### src/rtl/disp_caption_irq_pkg.sv
package disp_caption_irq_pkg;

  // Conditions found by the datapath in the synchronised video timing
  typedef struct packed {
    logic hEntry;     // horizontal blanking just began
    logic vEntry;     // vertical blanking just began
    logic lineActive; // aligned active-line indicator
    logic lineMatch;  // aligned line number equals caption line
  } vidEvents_t;

  // Strobes from control to the flag registers in the datapath
  typedef struct packed {
    logic setBusy;
    logic setCc;
    logic clrBusy;
    logic clrCc;
  } irqStrobes_t;

endpackage

### src/rtl/disp_caption_irq_dp.sv
module disp_caption_irq_dp
  import disp_caption_irq_pkg::*;
#(
  parameter int LINE_W      = 10,
  parameter int SYNC_STAGES = 2
) (
  input  logic              clk,
  input  logic              rstN,
  input  logic              hBlank,
  input  logic              vBlank,
  input  logic              lineActive,
  input  logic [LINE_W-1:0] lineNum,
  input  logic [LINE_W-1:0] ccLine,
  input  irqStrobes_t       strobes,
  output vidEvents_t        events,
  output logic              busyFlag,
  output logic              ccFlag,
  output logic              busyPulse,
  output logic              ccPulse
);

  localparam int LAST = SYNC_STAGES - 1;

  logic              hPipe   [SYNC_STAGES];
  logic              vPipe   [SYNC_STAGES];
  logic              actPipe [SYNC_STAGES];
  logic [LINE_W-1:0] linePipe[SYNC_STAGES];
  logic              hPrev;
  logic              vPrev;

  // Blanking synchroniser, with the line number and the active flag
  // delayed by the same number of stages so that they stay aligned
  for (genvar g = 0; g < SYNC_STAGES; g++) begin : gSync
    if (g == 0) begin : gFirst
      always_ff @(posedge clk or negedge rstN) begin
        if (!rstN) begin
          hPipe[g]    <= 1'b0;
          vPipe[g]    <= 1'b0;
          actPipe[g]  <= 1'b0;
          linePipe[g] <= '0;
        end else begin
          hPipe[g]    <= hBlank;
          vPipe[g]    <= vBlank;
          actPipe[g]  <= lineActive;
          linePipe[g] <= lineNum;
        end
      end
    end else begin : gRest
      always_ff @(posedge clk or negedge rstN) begin
        if (!rstN) begin
          hPipe[g]    <= 1'b0;
          vPipe[g]    <= 1'b0;
          actPipe[g]  <= 1'b0;
          linePipe[g] <= '0;
        end else begin
          hPipe[g]    <= hPipe[g-1];
          vPipe[g]    <= vPipe[g-1];
          actPipe[g]  <= actPipe[g-1];
          linePipe[g] <= linePipe[g-1];
        end
      end
    end
  end

  // Previous synchronised levels, used to find the rising edges
  always_ff @(posedge clk or negedge rstN) begin
    if (!rstN) begin
      hPrev <= 1'b0;
      vPrev <= 1'b0;
    end else begin
      hPrev <= hPipe[LAST];
      vPrev <= vPipe[LAST];
    end
  end

  always_comb begin
    events.hEntry     = hPipe[LAST] & ~hPrev;
    events.vEntry     = vPipe[LAST] & ~vPrev;
    events.lineActive = actPipe[LAST];
    events.lineMatch  = (linePipe[LAST] == ccLine);
  end

  // Sticky pending flags (a set beats a clear) and one-cycle pulses
  always_ff @(posedge clk or negedge rstN) begin
    if (!rstN) begin
      busyFlag  <= 1'b0;
      ccFlag    <= 1'b0;
      busyPulse <= 1'b0;
      ccPulse   <= 1'b0;
    end else begin
      busyFlag  <= strobes.setBusy | (busyFlag & ~strobes.clrBusy);
      ccFlag    <= strobes.setCc   | (ccFlag   & ~strobes.clrCc);
      busyPulse <= strobes.setBusy;
      ccPulse   <= strobes.setCc;
    end
  end

endmodule

### src/rtl/disp_caption_irq_ctl.sv
module disp_caption_irq_ctl
  import disp_caption_irq_pkg::*;
(
  input  vidEvents_t  events,
  input  logic        busyVertMode,
  input  logic        ccEnable,
  input  logic        busyClr,
  input  logic        ccClr,
  output irqStrobes_t strobes
);

  logic lineTrig;
  logic fieldTrig;

  always_comb begin
    // Per-line trigger counts only on active display lines
    lineTrig  = events.hEntry & events.lineActive;
    fieldTrig = events.vEntry;

    strobes.setBusy = busyVertMode ? fieldTrig : lineTrig;
    // Caption line ends when horizontal blanking starts on that line
    strobes.setCc   = ccEnable & events.hEntry & events.lineMatch;
    strobes.clrBusy = busyClr;
    strobes.clrCc   = ccClr;
  end

endmodule

### src/rtl/disp_caption_irq.sv
module disp_caption_irq
  import disp_caption_irq_pkg::*;
#(
  parameter int LINE_W      = 10,
  parameter int SYNC_STAGES = 2
) (
  input  logic              clk,
  input  logic              rstN,
  input  logic              hBlank,
  input  logic              vBlank,
  input  logic              lineActive,
  input  logic [LINE_W-1:0] lineNum,
  input  logic              busyVertMode,
  input  logic              ccEnable,
  input  logic [LINE_W-1:0] ccLine,
  input  logic              busyIrqEn,
  input  logic              ccIrqEn,
  input  logic              busyClr,
  input  logic              ccClr,
  output logic              busyPulse,
  output logic              ccPulse,
  output logic              busyFlag,
  output logic              ccFlag,
  output logic              busyReq,
  output logic              ccReq
);

  vidEvents_t  events;
  irqStrobes_t strobes;

  disp_caption_irq_dp #(
    .LINE_W     (LINE_W),
    .SYNC_STAGES(SYNC_STAGES)
  ) uDp (
    .clk       (clk),
    .rstN      (rstN),
    .hBlank    (hBlank),
    .vBlank    (vBlank),
    .lineActive(lineActive),
    .lineNum   (lineNum),
    .ccLine    (ccLine),
    .strobes   (strobes),
    .events    (events),
    .busyFlag  (busyFlag),
    .ccFlag    (ccFlag),
    .busyPulse (busyPulse),
    .ccPulse   (ccPulse)
  );

  disp_caption_irq_ctl uCtl (
    .events      (events),
    .busyVertMode(busyVertMode),
    .ccEnable    (ccEnable),
    .busyClr     (busyClr),
    .ccClr       (ccClr),
    .strobes     (strobes)
  );

  assign busyReq = busyFlag & busyIrqEn;
  assign ccReq   = ccFlag & ccIrqEn;

endmodule

### config.mk
export PLATFORM = sky130hd
export DESIGN_NAME = disp_caption_irq
export DESIGN_NICKNAME = d
export VERILOG_FILES = /design/src/rtl/disp_caption_irq_pkg.sv /design/src/rtl/disp_caption_irq_dp.sv /design/src/rtl/disp_caption_irq_ctl.sv /design/src/rtl/disp_caption_irq.sv
export SDC_FILE = /design/constraint.sdc
export NUM_CORES = 1
export LEC_CHECK = 0
export ABC_AREA = 1
export ABC_CLOCK_PERIOD_IN_PS = 1500
export BUFFER_PORTS_ARGS = -buffer_cell sky130_fd_sc_hd__buf_2
export CAP_MARGIN = 20
export CORE_MARGIN = 2
export CORE_UTILIZATION = 52
export CTS_CLUSTER_DIAMETER = 30
export DETAILED_ROUTE_END_ITERATION = 10
export GPL_TIMING_DRIVEN = 1
export HOLD_SLACK_MARGIN = 0.1
export PLACE_DENSITY = 0.82
export SYNTH_ARGS = -nofsm -noshare
export SYNTH_HDL_FRONTEND = slang
export SYNTH_SLANG_ARGS = --single-unit
### constraint.sdc
create_clock -name clk -period 1.5 [get_ports clk]
set_clock_uncertainty 0.1 [all_clocks]
set_input_delay 0.225 -clock clk [delete_from_list [all_inputs] [get_ports clk]]
set_output_delay 0.225 -clock clk [all_outputs]
set_load 0.005 [all_outputs]
==> Word level (Yosys, flattened, before mapping) <==
Index checks and enable logic that the tools add are counted.
{ "classes": {"n_eq_ne": 1, "muxes": 1, "bitwise": 15} }
{ "op_table": {"columns": ["cell", "count"], "rows": [
  ["$eq 10x10->1", 1],
  ["$and 1x1->1", 9],
  ["$not 1->1", 4],
  ["$or 1x1->1", 2],
  ["$mux 1", 1]
]} }
{ "totals": {"register_bits": 32, "inputBits": 31, "out_inout_bits": 6, "elab_cells": 31} }

==> Depth between registers and ports, before layout <==
Gate-level depths: netlist of the first run.
{ "logic_depth": {"word_depth": 5, "depth_mapped": 7, "mapped_depth_nobuf": 7} }

==> Cells and area by module <==
A second synthesis of the first run with hierarchy kept.
{ "hier_totals": {"hier_cells": 98, "hier_area_um2": 1087.3} }
{ "modules_own_cells": {"columns": ["module", "n_inst", "cells_each", "area_per_inst_um2", "seq_area_each_um2"], "rows": [
  ["disp_caption_irq_dp", 1, 85, 1027.2, 800.8],
  ["disp_caption_irq_ctl", 1, 9, 45.0, 0.0],
  ["disp_caption_irq", 1, 4, 15.0, 0.0]
]} }

==> Least setup slack after synthesis of the first run <==
Ideal clock, no wire load.
{ "synth_path": {"path_type": "register to register", "start": "reg uDp.hPrev", "end": "reg uDp.ccPulse", "setup_time_ns": 0.069, "arrival_ns": 0.775, "t_required_ns": 1.331, "slack_ns": 0.556, "path_stages_with_launch": 8, "n_path_buf": 0, "period_less_slack_ns": 0.944, "cell_sequence": "dfrtp_1 > inv_1 > nand2_1 > nor2_2 > nand2_1 > nor2_2 > nand2_1 > nor2_2"} }
{ "synth_rtl": {"columns": ["element", "line_no", "text"], "rows": [
  ["from (decl)", "disp_caption_irq_dp.sv:28", "logic hPrev;"],
  ["from (signal assigned)", "disp_caption_irq_dp.sv:71", "hPrev <= hPipe[LAST];"],
  ["to (signal assigned)", "disp_caption_irq_dp.sv:94", "ccPulse <= strobes.setCc;"],
  ["to (decl)", "disp_caption_irq_dp.sv:19", "output logic ccPulse"]
]} }

==> Worst setup path in the final report of the first run <==
{ "layout_path": {"start": "reg uDp.ccFlag", "end": "out ccReq"} }
{ "layout_between": {"elab_chain_cells": 1} }
{ "layout_lines": {"columns": ["element", "line_no", "text"], "rows": [
  ["from (decl)", "disp_caption_irq_dp.sv:17", "output logic ccFlag,"],
  ["from (signal assigned)", "disp_caption_irq_dp.sv:92", "ccFlag <= strobes.setCc | (ccFlag & ~strobes.clrCc);"],
  ["$and 1x1->1", "disp_caption_irq.sv:60", "assign ccReq = ccFlag & ccIrqEn;"],
  ["to (decl)", "disp_caption_irq.sv:25", "output logic ccReq"]
]} }
Every way passes these cells.

==> impl_results.md, run 1 <==
- First-pass GRT wire length: about 3500 um
- Routed len/inst: between 10 and 15 um
- Final Hold Viols: 0
- Async set-or-reset flop fraction in the synthesized netlist: 100%
- Leakage: around 0.90 nW
- Warnings from Yosys: 0
- CP Max Fanout: 3
- GPL Wtd Cong: between 0.6 and 0.7
- WS Path Type: reg -> out
- CTS tree: built
- Yosys cell types: 12
- Critical Path RT: around 1.2 ns
- Rel. slew slack: a little under three fifths
- Nets: slightly above 200
- Combinational share of power: between 10% and 20%
- Clock sink count: 32
- Clock power share: about 28%
- GR Overflow Total: 0
- Die area: 2600 um^2
- FP Rows: 16
- Sw Share: 23.3%
- Setup TNS: 0 ns
- Yosys top cell area share: 69.9%
- Maximum clock rate: between 0.7 and 0.8 GHz
- Via density: 4.40
- Pwr Density: ~960 nW/um^2
- Final slew viol count: 0
- Final ANT Viol Nets: 0
- Die W: 50.9 um
- Syn_area_per_cell: about 10 um^2
- Endpoints failing setup: 0
- Post-Route WL: between 2000 and 2500 um
- Vias: around 890
- Post-synth top area cell: dfrtp_1
- RSZ-0062 raised after global routing: false
- Syn_nets: between 100 and 150
- MaxCap Viol Count: 0
- Worst setup EP type: output pin
- Layout cell share with drive strength beyond 1: approximately 28%
- Sequential power share: about three fifths
- Highest metal used: met4
- Most common flop cell mapped by yosys: dfrtp_1
- Diodes inserted: 0
- Starting density of the core: approximately 57%
- EDFF count, synth: 0
- Post-CTS setup buffers: 0
- FILL cells: 140
- Worst VDD drop: 0.853 mV
- Dpl hpwl: between 1000 and 1500 um
- Hold_ws: about 0.17 ns
- Post-Syn Instances: roughly 110
- Layout Area Growth over Synthesis: 37.6%
- Pre-Repair DR Iteration Count: 4
- Root buf cell: clkbuf_4
- Clk pin slew, worst setup/hold paths: 0.09 ns
- Top cells by area, synth: dfrtp_1, nand2_1, inv_1, nand2_2, nor2_2
- Met3 routed WL: 113 um
- Die span in y: 50.9 um
- I/O pin total: 37
- Maximum clock path buffer count: 2
- Initial antenna violation count: 0
- Detailed Route Iter0 Violations: 10
- Post-Route M1 WL: between 600 and 700 um
- Met2 wire len: between 1000 and 1500 um
- Hold Buf Count CTS: 17
- Slew @ Worst Pin: approximately 0.66 ns
- Status: completed
- CTS buffer count: 5
- Most numerous cell in the Yosys netlist: nand2_1
- Top cells by instance count after synthesis: nand2_1, dfrtp_1, inv_1
- Number of global-route vias before repair: 929
- Global-route usage over all layers: slightly below 20%
- DRC Markers: 0
- Seq cells post-synth: 32
- Post_cts resized: 0
- Period utilization: between 80 and 90%
- Post-synthesis sequential area ratio: a little over two thirds
- Skew-Pair Late Insertion Delay: between 0.3 and 0.4 ns
- Psw: 0.352 mW
- CORE AREA: slightly above 2000 um^2
- Hold Path Class: in -> reg
- Post-Syn Area: about 1100 um^2
- Largest net degree at the start of global routing: 33
- Tmin final: roughly 1.3 ns
- Htree depth: 2
- CP startpoint kind: flop
- I/O Buffers: 36
- Internal power: 1.16 mW
- Arr. time, crit path: approximately 0.93 ns
==> cell families after synthesis <==
group,share of synthesized area (%)
and+or+nand+nor,19.8
DFF,69.9
buffers and inverters,8.19
xor gates and xnor gates,1.53
AOI/OAI and AO/OA,0.655
==> power by group through the flow <==
stage	combinational [mW]	sequential [mW]	clock, mW
4_1_cts	0.161	0.923	0.441
2_1_floorplan	0.0544	0.935	0
3_5_place_dp	0.126	0.940	0
6_report	0.160	0.922	0.431
3_3_place_gp	0.120	0.935	0
5_1_grt	0.181	0.927	0.495
==> through the flow <==
step | utilization [%] | total power [mW] | setup WS [ns] | instance area (um^2) | cells
after floorplan | - | 0.989 | 0.556 | 1150 | 114
after global placement | 67.3 | 1.06 | 0.532 | 1360 | 177
after detailed placement | 67.3 | 1.07 | 0.496 | 1360 | 177
after CTS | 78.0 | 1.52 | 0.237 | 1580 | 201
after global routing | 78.0 | 1.60 | 0.191 | 1580 | 201
final | 78.0 | 1.51 | 0.244 | 1580 | 201
==> cell usage in the layout, fill, tap and decap left out <==
cell type and count:
nand2_1 40, buf_2 36, dfrtp_1 32, inv_1 25
dlygate4sd3_1 17, clkbuf_4 5, nor2_1 4, nand2_2 3
nor2_2 3, nand3_1 2, nand4_1 1, nand3b_1 1
xnor2_1 1, o211ai_1 1, xor2_1 1, clkinv_2 1
clkbuf_1 1
==> per-layer routing <==
metal | global-route usage, % | vias up
li1 | - | 448
met1 | 16.4 | 404
met2 | 38.3 | 25
met3 | 6.43 | 8
met4 | 13.5 | 0
met5 | 0 | -
==> critical path: stages (launching register included) <==
cell     delay, ns
dfrtp_1       0.40
nand2_1       0.06
inv_1         0.03
buf_2         0.11
==> final cells by class <==
class	instances	area, um^2	area share (%)
Multi-Input combinational cell	57	251	16.0
Clock inverter	1	5.00	0.317
Sequential cell	32	801	50.8
Inverter	25	93.8	5.95
Timing Repair Buffer	53	350	22.2
Tap cell	27	33.8	2.14
Clock buffer	6	41.3	2.62
==> final timing paths <==
kind | from | end | slack (ns) | cells after the start
hold / removal | ccLine[8] | uDp.ccPulse$_DFF_PN0_ | 0.17 | 6
setup reg to reg | uDp.hPrev$_DFF_PN0_ | uDp.ccPulse$_DFF_PN0_ | 0.49 | 7
hold reg to reg | uDp.hPipe[1]$_DFF_PN0_ | uDp.hPipe[0]$_DFF_PN0_ | 0.25 | 0
setup / recovery | uDp.ccFlag$_DFF_PN0_ | ccReq | 0.24 | 3
max in group asynchronous | rstN | uDp.hPipe[1]$_DFF_PN0_ | 0.50 | 2
min in group asynchronous | rstN | uDp.linePipe[17]$_DFF_PN0_ | 0.37 | 2
==> sequential cells by signal (all words and copies together), names as in the netlist <==
name           cells
uDp.linePipe      20
uDp.hPipe          2
uDp.vPipe          2
uDp.actPipe        1
uDp.busyFlag       1
uDp.busyPulse      1
uDp.ccFlag         1
uDp.ccPulse        1
uDp.events         1
uDp.hPrev          1
uDp.vPrev          1
No activity file was read; power rests on OpenSTA's default activity.
==> run 2, diff against run 1 <==
Settings changed: ABC_AREA 1 to 0, ABC_CLOCK_PERIOD_IN_PS 1500 to 1110, CORE_UTILIZATION 52 to 41, PLACE_DENSITY 0.82 to 0.71.
Clock period 1.5 ns to 1.11 ns, I/O delays scaled along.
==> run 2 against run 1 <==
Effect of this change: the flow now finishes with violations (negative setup slack); synthesized area is 14% lower; die area is 8.1% higher; final area is 9.0% lower; combinational power is 16% higher; setup slack worse by 0.36 ns; wire length is 31% lower; sequential power is 34% higher; clock power is 29% higher; critical endpoint is now busyReq; largest power group unchanged.
==> impl_results.md, run 2 <==
- Period utilization: 110%
- CP Max Fanout: 3 (unchanged)
- Clk pin slew, worst setup/hold paths: 0.09 ns (about the same)
- Hold Path Class: in -> reg (unchanged)
- Post-Route WL: 1430 um (was 2070 um)
- Via density: 4.26 (was 4.40)
- Post-Syn Area: 983 um^2 (was 1150 um^2)
- Layout Area Growth over Synthesis: 45.9% (was 37.6%)
- Clock sink count: 32 (unchanged)
- Post-CTS setup buffers: 0 (unchanged)
- Most frequent cells in the layout: buf_2, dfrtp_1, dlygate4sd3_1 (was nand2_1, buf_2, dfrtp_1)
- I/O Buffers: 36 (unchanged)
- Setup TNS: -0.259 ns (was 0 ns)
- Global-route usage over all layers: 13.1% (was 19.8%)
- Final Hold Viols: 0 (unchanged)
- Arr. time, crit path: 0.96 ns (was 0.93 ns)
- Maximum clock rate: about 0.82 GHz
- Starting density of the core: 44.0% (was 56.7%)
- Skew-Pair Late Insertion Delay: 0.31 ns (was 0.33 ns)
- CORE AREA: 2230 um^2 (was 2020 um^2)
- Max reg flops: 20 (unchanged)
- GR Overflow Total: 0 (unchanged)
- Detailed Route Iter0 Violations: 8 (was 10)
- Async set-or-reset flop fraction in the synthesized netlist: 100% (unchanged)
- Post-synthesis sequential area ratio: 81.4% (was 69.9%)
- I/O pin total: 37 (unchanged)
- Slew @ Worst Pin: 0.377 ns (was 0.664 ns)
- FILL cells: 165 (was 140)
- DRC Markers: 0 (unchanged)
- Final slew viol count: 0 (unchanged)
- GPL Wtd Cong: 0.638 (was 0.667)
- Yosys cell types: 12 (unchanged)
- Top cells by instance count after synthesis: dfrtp_1, xnor2_1 (was nand2_1, dfrtp_1, inv_1)
- Nets: 148 (was 205)
- Fin worst setup slack: -0.113 ns (was 0.244 ns)
- Pwr Density: 1380 nW/um^2 (was 960 nW/um^2)
- Most common cell after layout, fill and taps aside: buf_2 (was nand2_1)
- WS Path Type: reg -> out (unchanged)
- Maximum clock path buffer count: 2 (unchanged)
- Die area: 2810 um^2 (was 2600 um^2)
- Biggest regs: uDp.linePipe: 20 flops, uDp.hPipe: 2 flops, uDp.vPipe: 2 flops (unchanged)
- Seq cells post-synth: 32 (unchanged)
- Pre-Repair DR Iteration Count: 4 (unchanged)
- DP Area: 1210 um^2 (was 1360 um^2)
- RSZ-0062 raised after global routing: true (was false)
- Layout cell share with drive strength beyond 1: 39.3% (was 27.6%)
- Die span in y: 53.0 um (was 50.9 um)
- Htree depth: 2 (unchanged)
- Syn_nets: 87 (was 145)
- Die W: 53.0 um (was 50.9 um)
- FP Rows: 17 (was 16)
- CTS tree: built (unchanged)
- Warnings from Yosys: 0 (unchanged)
- Diodes inserted: 0 (unchanged)
- MaxCap Viol Count: 0 (unchanged)
- Top cells by area, synth: dfrtp_1, xnor2_1, o32ai_2, nand3b_1, and2_1 (was dfrtp_1, nand2_1, inv_1, nand2_2, nor2_2)
- Post-route cell area: 1440 um^2 (was 1580 um^2)
- Critical Path RT: 0.84 ns (was 1.17 ns)
- Most common flop cell mapped by yosys: dfrtp_1 (unchanged)
- Endpoints failing setup: 3 (was 0)
- EDFF count, synth: 0 (unchanged)
- Final ANT Viol Nets: 0 (unchanged)
- Post-layout util: 64.3% (was 78.0%)
- Syn_area_per_cell: 17.6 um^2 (was 10.1 um^2)
- Root buf cell: clkbuf_4 (unchanged)
- Largest register by flop count: uDp.linePipe (unchanged)
- Post-Syn Instances: 56 (was 114)
- Rel. slew slack: 74.8% (was 55.7%)
- Worst setup EP type: output pin (unchanged)
- Tmin final: about 1.2 ns
- Violated checks: negative setup slack
- Vias: 618 (was 885)
- Worst VDD drop: 1.13 mV (was 0.853 mV)
- Pre-CTS WS: -0.0511 ns (was 0.496 ns)
- Most numerous cell in the Yosys netlist: dfrtp_1 (was nand2_1)
- Post-synth top area cell: dfrtp_1 (unchanged)
- Number of global-route vias before repair: 600 (was 929)
- Status: finished, violations left (was completed)
- CP startpoint kind: flop (unchanged)
- First-pass GRT wire length: 2460 um (was 3480 um)
- Largest net degree at the start of global routing: 33 (unchanged)
- CTS buffer count: 5 (unchanged)
- Initial antenna violation count: 0 (unchanged)
- Post-Layout Cell Count: 145 (was 201)
- Inst Count DP: 121 (was 177)
- Leakage: 0.696 nW (was 0.900 nW)
- Routed len/inst: 9.89 um (was 10.3 um)
- Yosys top cell area share: 81.4% (was 69.9%)
==> run 2: where the power goes <==
group / switching, mW / internal (mW)
Clock: 0.324 / 0.233
Combinational: 0.0668 / 0.118
Sequential: 0.0211 / 1.22
Total: 0.412 / 1.57
==> run 2: worst paths after layout <==
kind	startpoint	to	slack, ns	cells after the start
max in group asynchronous	rstN	uDp.vPipe[1]$_DFF_PN0_	0.34	3
worst max-delay path	uDp.busyFlag$_DFF_PN0_	busyReq	-0.11	2
worst max register to register	uDp.linePipe[3]$_DFF_PN0_	uDp.ccFlag$_DFF_PN0_	-0.04	3
worst min register to register	uDp.linePipe[10]$_DFF_PN0_	uDp.linePipe[0]$_DFF_PN0_	0.25	0
min in group asynchronous	rstN	uDp.linePipe[11]$_DFF_PN0_	0.30	3
worst min-delay path	ccLine[9]	uDp.ccPulse$_DFF_PN0_	0.11	4
==> run 2: cell type report <==
type / count / area, um^2 / share of cell area [%]
sequential: 32 / 801 / 55.8
tap: 28 / 35.0 / 2.44
timing repair buffer: 54 / 358 / 24.9
clock buffer: 6 / 41.3 / 2.88
multi-input combinational: 22 / 188 / 13.1
inverter: 2 / 7.51 / 0.523
clock inverter: 1 / 5.00 / 0.349
==> run 2: cell families after synthesis <==
group,Yosys count,share of synthesized area [%]
AO/OA/AOI/OAI,3,2.93
XOR/XNOR,10,8.91
buffers and inverters,2,0.764
flip-flops,32,81.4
AND/OR/NAND/NOR,9,5.98
==> run 2: metal layers <==
metal / GRT usage, % / up-vias / routed length, um / share of wire (%)
met5: 0 / - / 0 / 0
met3: 4.52 / 5 / 95 / 6.6
met2: 20.4 / 22 / 770 / 54
met1: 14.6 / 287 / 529 / 37
li1: - / 304 / - / -
met4: 9.83 / 0 / 38 / 2.6
==> run 2: repair_timing <==
item,4_1_cts,5_1_grt
setup endpoints to repair,5,7
hold endpoints to repair,48,0
hold buffers,17,0
gates resized for setup,0,2
pin swaps,2,2
==> run 2: worst max-delay path, stage by stage, from the launching register on <==
cell and delay [ns]:
dfrtp_1 0.40, and2_1 0.13, buf_2 0.12
==> run 2: per-stage QoR <==
step / hold WS (ns) / power (mW)
3_5_place_dp: 0.0949 / 1.40
5_1_grt: 0.120 / 2.11
2_1_floorplan: -0.229 / 1.31
6_report: 0.108 / 1.98
3_3_place_gp: 0.0896 / 1.40
4_1_cts: 0.101 / 2.01
==> run 3, diff against run 2 <==
Settings changed: ABC_CLOCK_PERIOD_IN_PS 1110 to 1100.
Clock period 1.11 ns to 1.1 ns, I/O delays scaled along.
==> run 3 against run 2 <==
Effect of this change: the run still ends with negative setup slack left; total power rose by 7.2%; critical path depth rose by 1; non-clock buffer count rose by 2; clock power rose by 20%; final area rose by 2.5%; critical path type is now reg -> reg; highest routed layer unchanged.
==> impl_results.md, run 3 (synthesis gave the netlist of run 2 again) <==
- Hold Path Class: in -> reg (unchanged)
- Detailed Route Iter0 Violations: 5 (was 8)
- Pwr Total: 2.13 mW (was 1.98 mW)
- Nets: 150 (was 148)
- Largest register by flop count: uDp.linePipe (unchanged)
- Violated checks: negative setup slack (unchanged)
- Root buf cell: clkbuf_4 (unchanged)
- Final slew viol count: 0 (unchanged)
- Slew @ Worst Pin: 0.250 ns (was 0.377 ns)
- Routed len/inst: 12.1 um (was 9.89 um)
- Clock sink count: 32 (unchanged)
- Worst path slowest cell: dfrtp_1 (unchanged)
- Cell chain of the critical path: xnor2_1 > nand4_1 > o32ai_2 (was and2_1 > buf_2)
- Worst VDD drop: 1.31 mV (was 1.13 mV)
- Largest net degree at the start of global routing: 33 (unchanged)
- Pre-CTS WS: -0.112 ns (was -0.0511 ns)
- Most frequent cells in the layout: buf_2, dfrtp_1, dlygate4sd3_1 (unchanged)
- CORE AREA: 2230 um^2 (unchanged)
- I/O Buffers: 36 (unchanged)
- Layout Area Growth over Synthesis: 49.6% (was 45.9%)
- Fin worst setup slack: -0.142 ns (was -0.113 ns)
- CTS tree: built (unchanged)
- Initial antenna violation count: 0 (unchanged)
- Clk pin slew, worst setup/hold paths: 0.10 ns (was 0.09 ns)
- GR Overflow Total: 0 (unchanged)
- Maximum clock path buffer count: 2 (unchanged)
- Arr. time, crit path: 1.37 ns (was 0.96 ns)
- I/O pin total: 37 (unchanged)
- Pwr Density: 1450 nW/um^2 (was 1380 nW/um^2)
- Skew-Pair Late Insertion Delay: 0.33 ns (was 0.31 ns)
- Die area: 2810 um^2 (unchanged)
- Post-Layout Cell Count: 148 (was 145)
- Post-Route WL: 1790 um (was 1430 um)
- Pre-Repair DR Iteration Count: 3 (was 4)
- Htree depth: 2 (unchanged)
- Dpl hpwl: about 1200 um
- Vias: 653 (was 618)
- Number of global-route vias before repair: 727 (was 600)
- Maximum clock rate: 0.805 GHz
- RSZ-0062 raised after global routing: true (unchanged)
- CP startpoint kind: flop (unchanged)
- Starting density of the core: 44.0% (unchanged)
- MaxCap Viol Count: 0 (unchanged)
- Status: finished, violations left (unchanged)
- Final ANT Viol Nets: 0 (unchanged)
- WS Path Type: reg -> reg (was reg -> out)
- Crit path largest cell delay: 0.40 ns (about the same)
- First-pass GRT wire length: 2940 um (was 2460 um)
- CTS buffer count: 5 (unchanged)
- Final Hold Viols: 0 (unchanged)
- Most common cell after layout, fill and taps aside: buf_2 (unchanged)
- Via density: 4.41 (was 4.26)
- Die span in y: 53.0 um (unchanged)
- Global-route usage over all layers: 16.4% (was 13.1%)
- Period utilization: 113%
- CP Max Fanout: 2 (was 3)
- DRC Markers: 0 (unchanged)
- Rel. slew slack: 83.3% (was 74.8%)
- GPL Wtd Cong: 0.680 (was 0.638)
- Max reg flops: 20 (unchanged)
- Leakage: 0.716 nW (was 0.696 nW)
- Setup TNS: -0.554 ns (was -0.259 ns)
- Hold Buf Count CTS: 17 (unchanged)
- Die W: 53.0 um (unchanged)
- Endpoints failing setup: 5 (was 3)
- Inst Count DP: 121 (unchanged)
- Diodes inserted: 0 (unchanged)
- Layout cell share with drive strength beyond 1: 40.0% (was 39.3%)
- Tmin final: ~1.2 ns
- Worst setup EP type: flop (was output pin)
- Critical Path RT: 1.23 ns (was 0.84 ns)
- FP Rows: 17 (unchanged)
- Biggest regs: uDp.linePipe: 20 flops, uDp.hPipe: 2 flops, uDp.vPipe: 2 flops (unchanged)
## run 3: cell count changes in the layout (fill, tap and decap cells not counted), sizes merged
cell    previous run  this run
buf               37        39
clkinv             1         2
## run 3: worst paths after layout
kind / from / endpoint / slack, ns / depth (start not counted)
hold reg to reg: uDp.linePipe[19]$_DFF_PN0_ / uDp.linePipe[9]$_DFF_PN0_ / 0.25 / 0
setup reg to reg: uDp.linePipe[6]$_DFF_PN0_ / uDp.ccFlag$_DFF_PN0_ / -0.14 / 3
setup / recovery: uDp.linePipe[6]$_DFF_PN0_ / uDp.ccFlag$_DFF_PN0_ / -0.14 / 3
max in group asynchronous: rstN / uDp.linePipe[4]$_DFF_PN0_ / 0.50 / 3
min in group asynchronous: rstN / uDp.linePipe[9]$_DFF_PN0_ / 0.24 / 3
hold / removal: ccLine[8] / uDp.ccPulse$_DFF_PN0_ / 0.1 / 4
## run 3: repair_timing
item                                    4_1_cts  5_1_grt
hold endpoints to repair                     49        1
pin swaps                                     3        2
gates resized for setup                       1        1
setup buffers                                 2        0
endpoints found under the setup margin        7        9
cloned                                        0        0
## run 3: routing by layer
metal	GRT usage, %	up-vias	wire length [um]
met5	0	-	0
met4	12.8	0	93
met3	7.34	12	118
met2	28.5	27	1020
met1	14.2	305	566
li1	-	309	-
## run 3: worst max-delay path, delay by kind of cell (launching register included)
family / cells / cell delay (ns)
AOI/OAI and AO/OA: 1 / 0.33
xor gates and xnor gates: 1 / 0.16
DFF: 1 / 0.40
and+or+nand+nor: 1 / 0.16
## run 3: through the flow
| step | hold WS (ns) | utilization [%] | area, um^2 |
|---|---|---|---|
| final | 0.0961 | 65.9 | 1470 |
| after global routing | 0.0897 | 65.9 | 1470 |
| after CTS | 0.0866 | 65.9 | 1470 |
| after detailed placement | 0.0325 | 54.6 | 1220 |
| after global placement | 0.0237 | 54.6 | 1220 |
| after floorplan | -0.231 | - | 983 |
## run 3: final cells by class
cell class,count,area [um^2]
Inverter,2,7.51
Multi-Input combinational cell,22,175
Sequential cell,32,801
Clock inverter,2,10.0
Clock buffer,6,51.3
Tap cell,28,35.0
Timing Repair Buffer,56,392
Fill cell,169,762
## run 3: power breakdown
part	total, mW	switching [mW]	internal [mW]
combinational	0.204	0.0730	0.131
clock	0.668	0.365	0.304
sequential	1.26	0.0226	1.23
